<file path="src/rtl/dbg_halt_pkg.sv">
package dbg_halt_pkg;
   localparam int unsigned DATA_W   = 32;
   localparam int unsigned KEY_W    = 16;
   localparam int unsigned NUM_CTL  = 4;
   localparam int unsigned NUM_FLAG = 3;

   // control bit positions
   localparam int unsigned B_DBG_EN = 0;
   localparam int unsigned B_HALT   = 1;
   localparam int unsigned B_STEP   = 2;
   localparam int unsigned B_MASK   = 3;

   // status and flag base positions
   localparam int unsigned B_STAT0  = 17;
   localparam int unsigned B_FLAG0  = 24;

   // sticky flag indices (flag i reads at B_FLAG0 + i)
   typedef enum logic [1:0] {
      FL_RETIRE  = 2'd0,
      FL_RESET   = 2'd1,
      FL_RESTART = 2'd2
   } flag_idx_e;

   typedef struct packed {
      logic mask;
      logic step;
      logic halt;
      logic dbg_en;
   } ctl_t;
endpackage

</file>
<file path="src/rtl/dbg_halt_decode.sv">
module dbg_halt_decode #(
   parameter int unsigned ADDR_W     = 8,
   parameter logic [ADDR_W-1:0] OFFSET = 8'h10,
   parameter int unsigned KEY_W      = 16,
   parameter logic [KEY_W-1:0] KEY   = 16'hA05F
) (
   input  logic [ADDR_W-1:0] addr,
   input  logic              wr,
   input  logic              rd,
   input  logic [KEY_W-1:0]  key_field,
   output logic              wr_ok,
   output logic              rd_hit
);
   logic hit;

   always_comb begin
      hit    = (addr == OFFSET);
      wr_ok  = wr && hit && (key_field == KEY);
      rd_hit = rd && hit;
   end
endmodule

</file>
<file path="src/rtl/dbg_halt_ctlreg.sv">
module dbg_halt_ctlreg
   import dbg_halt_pkg::*;
#(
   parameter bit MASK_GATE = 1'b1
) (
   input  logic               clk,
   input  logic               rst_n,
   input  logic               wr_ok,
   input  logic [NUM_CTL-1:0] wbits,
   input  logic               ext_restart,
   output ctl_t               ctl,
   output logic               restart_ev
);
   ctl_t ctl_q;
   logic mask_en;

   generate
      if (MASK_GATE) begin : g_gated
         always_comb mask_en = ctl_q.dbg_en | wbits[B_DBG_EN];
      end else begin : g_open
         always_comb mask_en = 1'b1;
      end
   endgenerate

   always_comb begin
      restart_ev = ext_restart | (wr_ok & ctl_q.halt & ~wbits[B_HALT]);
      ctl        = ctl_q;
   end

   always_ff @(posedge clk or negedge rst_n) begin
      if (!rst_n) begin
         ctl_q <= '0;
      end else begin
         if (wr_ok) begin
            ctl_q.dbg_en <= wbits[B_DBG_EN];
            ctl_q.halt   <= wbits[B_HALT];
            ctl_q.step   <= wbits[B_STEP];
            if (mask_en) ctl_q.mask <= wbits[B_MASK];
         end
         if (ext_restart) ctl_q.halt <= 1'b0;
      end
   end

   // mask is frozen without debug enable
   a_r4_mask_gate: assert property (@(posedge clk) disable iff (!rst_n)
      (MASK_GATE && !ctl_q.dbg_en && !(wr_ok && wbits[B_DBG_EN])) |=> $stable(ctl_q.mask));

   // external restart drops the halt request
   a_r9_restart_clears_halt: assert property (@(posedge clk) disable iff (!rst_n)
      ext_restart |=> !ctl_q.halt);
endmodule

</file>
<file path="src/rtl/dbg_sticky_flag.sv">
module dbg_sticky_flag (
   input  logic clk,
   input  logic rst_n,
   input  logic ev,
   input  logic clr,
   output logic flag
);
   always_ff @(posedge clk or negedge rst_n) begin
      if (!rst_n) flag <= 1'b0;
      else        flag <= (flag & ~clr) | ev;
   end

   // held until read
   a_r6_hold: assert property (@(posedge clk) disable iff (!rst_n)
      (flag && !clr) |=> flag);
   // event in the read cycle wins
   a_r7_event_wins: assert property (@(posedge clk) disable iff (!rst_n)
      ev |=> flag);
   // read without event clears
   a_r7_clear: assert property (@(posedge clk) disable iff (!rst_n)
      (clr && !ev) |=> !flag);
endmodule

</file>
<file path="src/rtl/dbg_halt_ctl.sv">
module dbg_halt_ctl
   import dbg_halt_pkg::*;
#(
   parameter int unsigned ADDR_W       = 8,
   parameter logic [ADDR_W-1:0] OFFSET = 8'h10,
   parameter logic [KEY_W-1:0] KEY     = 16'hA05F,
   parameter bit MASK_GATE             = 1'b1
) (
   input  logic              clk,
   input  logic              rst_n,
   input  logic [ADDR_W-1:0] bus_addr,
   input  logic              bus_wr,
   input  logic [DATA_W-1:0] bus_wdata,
   input  logic              bus_rd,
   output logic [DATA_W-1:0] bus_rdata,
   input  logic              core_halted,
   input  logic              core_sleeping,
   input  logic              core_lockup,
   input  logic              core_sec_dbg_ok,
   input  logic              ev_retire,
   input  logic              ev_core_reset,
   input  logic              ev_ext_restart,
   output logic              ctl_dbg_en,
   output logic              ctl_halt_req,
   output logic              ctl_step,
   output logic              ctl_mask_ints
);
   localparam int unsigned NUM_STAT = 4;

   generate
      if (KEY_W * 2 != DATA_W) begin : g_bad_key
         $error("key must fill the upper half-word");
      end
      if (B_FLAG0 + NUM_FLAG > DATA_W || B_STAT0 + NUM_STAT > B_FLAG0) begin : g_bad_map
         $error("field map overlaps or overflows the word");
      end
      if (ADDR_W < 5) begin : g_bad_addr
         $error("address too narrow for the register offset");
      end
   endgenerate

   logic                wr_ok, rd_hit, restart_ev;
   ctl_t                ctl;
   logic [NUM_FLAG-1:0] ev_vec, flags;
   logic [NUM_STAT-1:0] stat;

   dbg_halt_decode #(
      .ADDR_W(ADDR_W), .OFFSET(OFFSET), .KEY_W(KEY_W), .KEY(KEY)
   ) u_dec (
      .addr(bus_addr), .wr(bus_wr), .rd(bus_rd),
      .key_field(bus_wdata[DATA_W-1 -: KEY_W]),
      .wr_ok(wr_ok), .rd_hit(rd_hit)
   );

   dbg_halt_ctlreg #(.MASK_GATE(MASK_GATE)) u_ctl (
      .clk(clk), .rst_n(rst_n), .wr_ok(wr_ok),
      .wbits(bus_wdata[NUM_CTL-1:0]), .ext_restart(ev_ext_restart),
      .ctl(ctl), .restart_ev(restart_ev)
   );

   always_comb begin
      ev_vec              = '0;
      ev_vec[FL_RETIRE]   = ev_retire;
      ev_vec[FL_RESET]    = ev_core_reset;
      ev_vec[FL_RESTART]  = restart_ev;
      stat = {core_sec_dbg_ok, core_lockup, core_sleeping, core_halted};
   end

   for (genvar i = 0; i < NUM_FLAG; i++) begin : g_flag
      dbg_sticky_flag u_flag (
         .clk(clk), .rst_n(rst_n), .ev(ev_vec[i]), .clr(rd_hit), .flag(flags[i])
      );
   end

   always_comb begin
      bus_rdata = '0;
      if (rd_hit) begin
         bus_rdata[B_DBG_EN] = ctl.dbg_en;
         bus_rdata[B_HALT]   = ctl.halt;
         bus_rdata[B_STEP]   = ctl.step;
         bus_rdata[B_MASK]   = ctl.mask;
         bus_rdata[B_STAT0 +: NUM_STAT] = stat;
         bus_rdata[B_FLAG0 +: NUM_FLAG] = flags;
      end
      ctl_dbg_en    = ctl.dbg_en;
      ctl_halt_req  = ctl.halt;
      ctl_step      = ctl.step;
      ctl_mask_ints = ctl.mask;
   end

   // no key, no change
   a_r2_key_guard: assert property (@(posedge clk) disable iff (!rst_n)
      (!wr_ok && !ev_ext_restart)
      |=> $stable({ctl_dbg_en, ctl_halt_req, ctl_step, ctl_mask_ints}));

   // keyed halt clear sets restart flag
   a_r8_halt_clear_flag: assert property (@(posedge clk) disable iff (!rst_n)
      (wr_ok && ctl_halt_req && !bus_wdata[B_HALT]) |=> flags[FL_RESTART]);

   // foreign reads leave flags alone
   a_r10_foreign_read: assert property (@(posedge clk) disable iff (!rst_n)
      (bus_addr != OFFSET && !ev_retire && !ev_core_reset && !ev_ext_restart)
      |=> $stable(flags));
endmodule

</file>
<file path="config.mk">
export PLATFORM = sky130hd
export DESIGN_NAME = dbg_halt_ctl
export DESIGN_NICKNAME = d
export VERILOG_FILES = /design/src/rtl/dbg_halt_pkg.sv /design/src/rtl/dbg_halt_decode.sv /design/src/rtl/dbg_halt_ctlreg.sv /design/src/rtl/dbg_sticky_flag.sv /design/src/rtl/dbg_halt_ctl.sv
export SDC_FILE = /design/constraint.sdc
export NUM_CORES = 1
export LEC_CHECK = 0
export BUFFER_PORTS_ARGS = -buffer_cell sky130_fd_sc_hd__buf_2
export CELL_PAD_IN_SITES_DETAIL_PLACEMENT = 1
export CELL_PAD_IN_SITES_GLOBAL_PLACEMENT = 2
export CORE_MARGIN = 8
export CORE_UTILIZATION = 14
export CTS_CLUSTER_SIZE = 16
export DETAILED_ROUTE_END_ITERATION = 12
export GPL_TIMING_DRIVEN = 1
export PLACE_DENSITY = 0.8
export SETUP_SLACK_MARGIN = 0.3
export SLEW_MARGIN = 20
export SYNTH_ARGS = -nofsm -noshare
export SYNTH_HDL_FRONTEND = slang
export SYNTH_HIERARCHICAL = 1
export SYNTH_SLANG_ARGS = --single-unit
</file>
<file path="constraint.sdc">
create_clock -name clk -period 1.9 [get_ports clk]
set_input_delay 0.285 -clock clk [delete_from_list [all_inputs] [get_ports clk]]
set_output_delay 0.285 -clock clk [all_outputs]
set_load 0.005 [all_outputs]
</file>
After elaboration in Yosys (flattened, before gate mapping) --
Index checks and enable logic that the tools add are counted.
Operators by class: reductions and logical operators 5, bitwise logic cells 12, eq/ne operators 2, muxes and demuxes 5
Operators by type and width (count):
- $eq 16x16->1 const B | 1
- $eq 8x5->1 const B | 1
- $mux 4 | 2
- $and 1x1->1 | 5
- $or 1x1->1 | 5
- $logic_and 1x1->1 | 3
- $mux 3 | 1
- $mux 2 | 1
- $not 1->1 | 2
- $reduce_and 2->1 | 1
- $reduce_bool 2->1 | 1
- $mux 1 | 1
Word-level totals: input port bits 51, word-level logic and storage cells 31, output and inout bits 36, flip-flop bits (word level) 7

Logic depth before layout (Yosys ltp) --
word-level depth 7, depth in mapped cells 6, depth with buffers taken out 6

Hierarchy --
The synthesis kept the hierarchy.
Modules (own cells, without submodules):
- dbg_halt_ctl | cells an instance 34, sequential area each 0.0 sq um, instances 1, area each 241.5 sq um
- dbg_halt_ctlreg | cells an instance 12, sequential area each 100.1 sq um, instances 1, area each 171.4 sq um
- dbg_sticky_flag | cells an instance 3, sequential area each 25.0 sq um, instances 3, area each 36.3 sq um
- dbg_halt_decode | cells an instance 11, sequential area each 0.0 sq um, instances 1, area each 87.6 sq um

Worst setup path before layout --
Ideal clock, no wire load.
kind input to register, start input port bus_wdata[24], end register u_ctl.ctl_q, in the netlist u_ctl/ctl[3], stages on the path 5, data required time 1775 ps, path slack 260 ps, arrival 1515 ps, path buffers 0, setup time 125 ps, cell sequence nor4_2 nand4_1 nor4_2 o21ai_2 mux2_4
On the way: cells in the longest elaborated chain, start to end 3
RTL lines:
- start, declared | RTL line dbg_halt_ctl.sv:13 | input logic [DATA_W-1:0] bus_wdata,
- $eq 16x16->1 | RTL line dbg_halt_decode.sv:18 | wr_ok = wr && hit && (key_field == KEY);
- $logic_and 1x1->1 | RTL line dbg_halt_decode.sv:18
- net wr_ok | RTL line dbg_halt_ctl.sv:42 | logic wr_ok, rd_hit, restart_ev;
- $reduce_and 2->1 (no line)
- end, declared | RTL line dbg_halt_ctlreg.sv:14 | ctl_t ctl_q;
The timed path passes the listed nets, and every way through them passes these cells. A chain may end at the register's enable or synchronous reset.

Worst setup path after layout --
start input port bus_addr[0], end output port bus_rdata[18]
On the way: cells in the longest elaborated chain, start to end 3
RTL lines:
- start, declared | RTL line dbg_halt_ctl.sv:11 | input logic [ADDR_W-1:0] bus_addr,
- $eq 8x5->1 | RTL line dbg_halt_decode.sv:17 | hit = (addr == OFFSET);
- $logic_and 1x1->1 | RTL line dbg_halt_decode.sv:19 | rd_hit = rd && hit;
- net rd_hit | RTL line dbg_halt_ctl.sv:42
- $mux 4 | RTL line dbg_halt_ctl.sv:77 | if (rd_hit) begin
- end, declared | RTL line dbg_halt_ctl.sv:15 | output logic [DATA_W-1:0] bus_rdata,
The timed path passes the listed nets, and every way through them passes these cells.

==> run metrics <==
leakage between 0.0005 and 0.0006 uW; global-route usage over all layers under 10%; Post-Syn Area just over 600 um^2; CTS buffer count 3; CTS Root Cell clkbuf_8; clock sinks 7; clk_lat worst skew approximately 0.23 ns; Vias/cell between 3 and 4; Critical Path Start Type primary input; Area Overhead vs Synth 73.92%; first-pass GRT wire length ~3200 um; R2R setup slack between 0.9 and 1 ns; core area 4264 um^2; num rows 24; DRT iter0 DRCs 12; Finished Cell Area approximately 1100 um^2; Vias between 600 and 700; Max Clock Skew 0.004260 ns; CP Capture Point bus_rdata[18]; sequential share of the synthesized area roughly 29%; final setup fails 0; Die Wd just over 80 um; WP data arrival ~1.3 ns; Final Non-Filler Cells roughly 180; Overall Power roughly 430 uW; HP Class primary input to register; depth of the worst register-to-register path 2; syn_area_per_cell slightly above 9 um^2; Slew Limit Fails 0; Inst Count DP roughly 170; wirelength, routed 2246 um; commonest non-fill, non-tap cells in the layout buf_2 (46), conb_1 (21), and2_1 (7), dfrtp_1 (7), buf_6 (7); initial antenna violation count 0; Netlist cell types 21; Top delay family on crit path simple AND/OR/NAND/NOR gates; wire length per cell around 13 um; I/O pin count 87; RSZ-0062 raised after global routing yes; Post-DP Area between 800 and 900 um^2; port bufs 53; drt pass-1 iters 4; yosys warns 6; # diodes 0; nets@finish between 150 and 200; crit share post-route between 80% and 90%; max frequency around 640 MHz; FF+latch count, synth 7; number of hold violations in the final report 0; Starting Density around 14%; Slowest-stage cell, CP nor4b_4; Bufs on Longest Clock Path 2; CP startpoint bus_addr[0]; setup TNS 0 ns; pin count of the biggest net entering global routing 15; # DRC 0; Power Density approximately 400 nW/um^2; min cycle time layout around 1.6 ns; worst path bufs/invs 3; outcome finished clean; Critical Path RT around 1.6 ns; crit-path max FO 5; CTS tree built; clk slew on worst S/H paths around 0.040 ns; worst-path cell chain buf_2 > nor4b_4 > and3_4 > clkbuf_16 > and2_4 > buf_6; share of cells above drive strength 1 slightly below 60%; Die Area between 6000 and 7000 um^2; Worst R2R Start u_ctl/ctl[0]; WP depth 6; Cells after Synth 66; R2R Path End u_ctl/ctl[3]; grt ovf 0; vias in the first global route roughly 690; Die Span Y roughly 80 um; commonest non-fill, non-tap cell in the layout buf_2; H-tree levels 1; endpoint type of the worst setup path output port; Post-DRT Antenna Nets 0; final RePlAce weighted congestion just under 0.7; WS Path Type primary input to output port; max-cap violations 0; Peak VDD IR between 0.15 and 0.2 mV; Critical Path Max Stage Delay around 0.27 ns
==> flip-flops by register name, summed over array words and instances (netlist names) <==
name and count:
u_ctl/ctl 4, g_flag.u_flag/flag 3
==> synthesized netlist by cell type (all sizes together) <==
library cell | n | area (um^2)
a21o | 3 | 22.52
and2 | 11 | 68.82
and3 | 1 | 6.260
buf | 22 | 168.9
conb | 1 | 3.750
dfrtp | 7 | 175.2
inv | 3 | 11.26
mux2 | 3 | 37.53
mux2i | 1 | 10.01
nand2 | 2 | 7.510
nand4 | 2 | 12.51
nand4b | 1 | 8.760
nor2 | 2 | 7.510
nor2b | 1 | 6.260
nor4 | 3 | 31.28
nor4b | 1 | 15.01
o21ai | 1 | 8.760
o21bai | 1 | 7.510
==> cell type report <==
class,count,area (um^2)
fillers,539,3204
inverters,3,11.26
multi-input cells,54,376.6
flip-flops and latches,7,175.2
repair buffers,59,386.6
well taps,52,65.06
clock buffers,4,45.04
==> worst min-delay path by stage <==
stage,start,end,slack [ns],depth (start not counted)
floorplan,rst_n,g_flag[0].u_flag/flag,-0.01,0
global placement,rst_n,g_flag[1].u_flag/flag,0.13,1
detailed placement,rst_n,g_flag[1].u_flag/flag,0.13,1
CTS,ev_ext_restart,u_ctl/ctl[1],0.21,2
global route,ev_ext_restart,u_ctl/ctl[1],0.23,2
finish,ev_ext_restart,u_ctl/ctl[1],0.22,2
==> cells by family (layout without fill, tap and decap cells) <==
family	after synthesis	in the layout	synth area share [%]
other	1	21	0.6154
and+or+nand+nor	24	24	26.90
buffers and inverters	25	66	29.57
AOI/OAI and AO/OA	5	5	6.366
DFF	7	7	28.75
muxes	4	4	7.802
==> where the power goes <==
group	total, uW	switching [uW]	internal [uW]
combinational	72.4	33.4	39.1
clock	211	66.0	145
sequential	150	0.0658	150
==> timing repair <==
item                                    4_1_cts  5_1_grt
resized for setup                             3       12
hold endpoints to repair                      7        0
endpoints found under the setup margin       13       12
pin swaps                                     1        2
buffers inserted                              0        2
hold buffers                                  1        0
gates cloned                                  0        1
==> per-layer routing <==
layer | wire length (um) | up-vias | global-route usage [%] | share of wire [%]
met5 | 0 | - | 0 | 0
met4 | 0 | 0 | 1.579 | 0
met3 | 148 | 0 | 1.860 | 6.6
met2 | 1335 | 26 | 12.08 | 59
met1 | 762 | 283 | 5.997 | 34
li1 | - | 296 | - | -
==> metrics by stage <==
| step | setup slack [ns] | hold slack [ns] | utilization (%) |
|---|---|---|---|
| 2_1_floorplan | 0.3409 | -0.01059 | - |
| 3_3_place_gp | 0.06029 | 0.1266 | 20.69 |
| 3_5_place_dp | 0.05344 | 0.1335 | 20.69 |
| 4_1_cts | 0.3082 | 0.2115 | 22.54 |
| 5_1_grt | 0.2715 | 0.2289 | 24.85 |
| 6_report | 0.3310 | 0.2175 | 24.85 |
No activity file was read; power rests on OpenSTA's default activity.
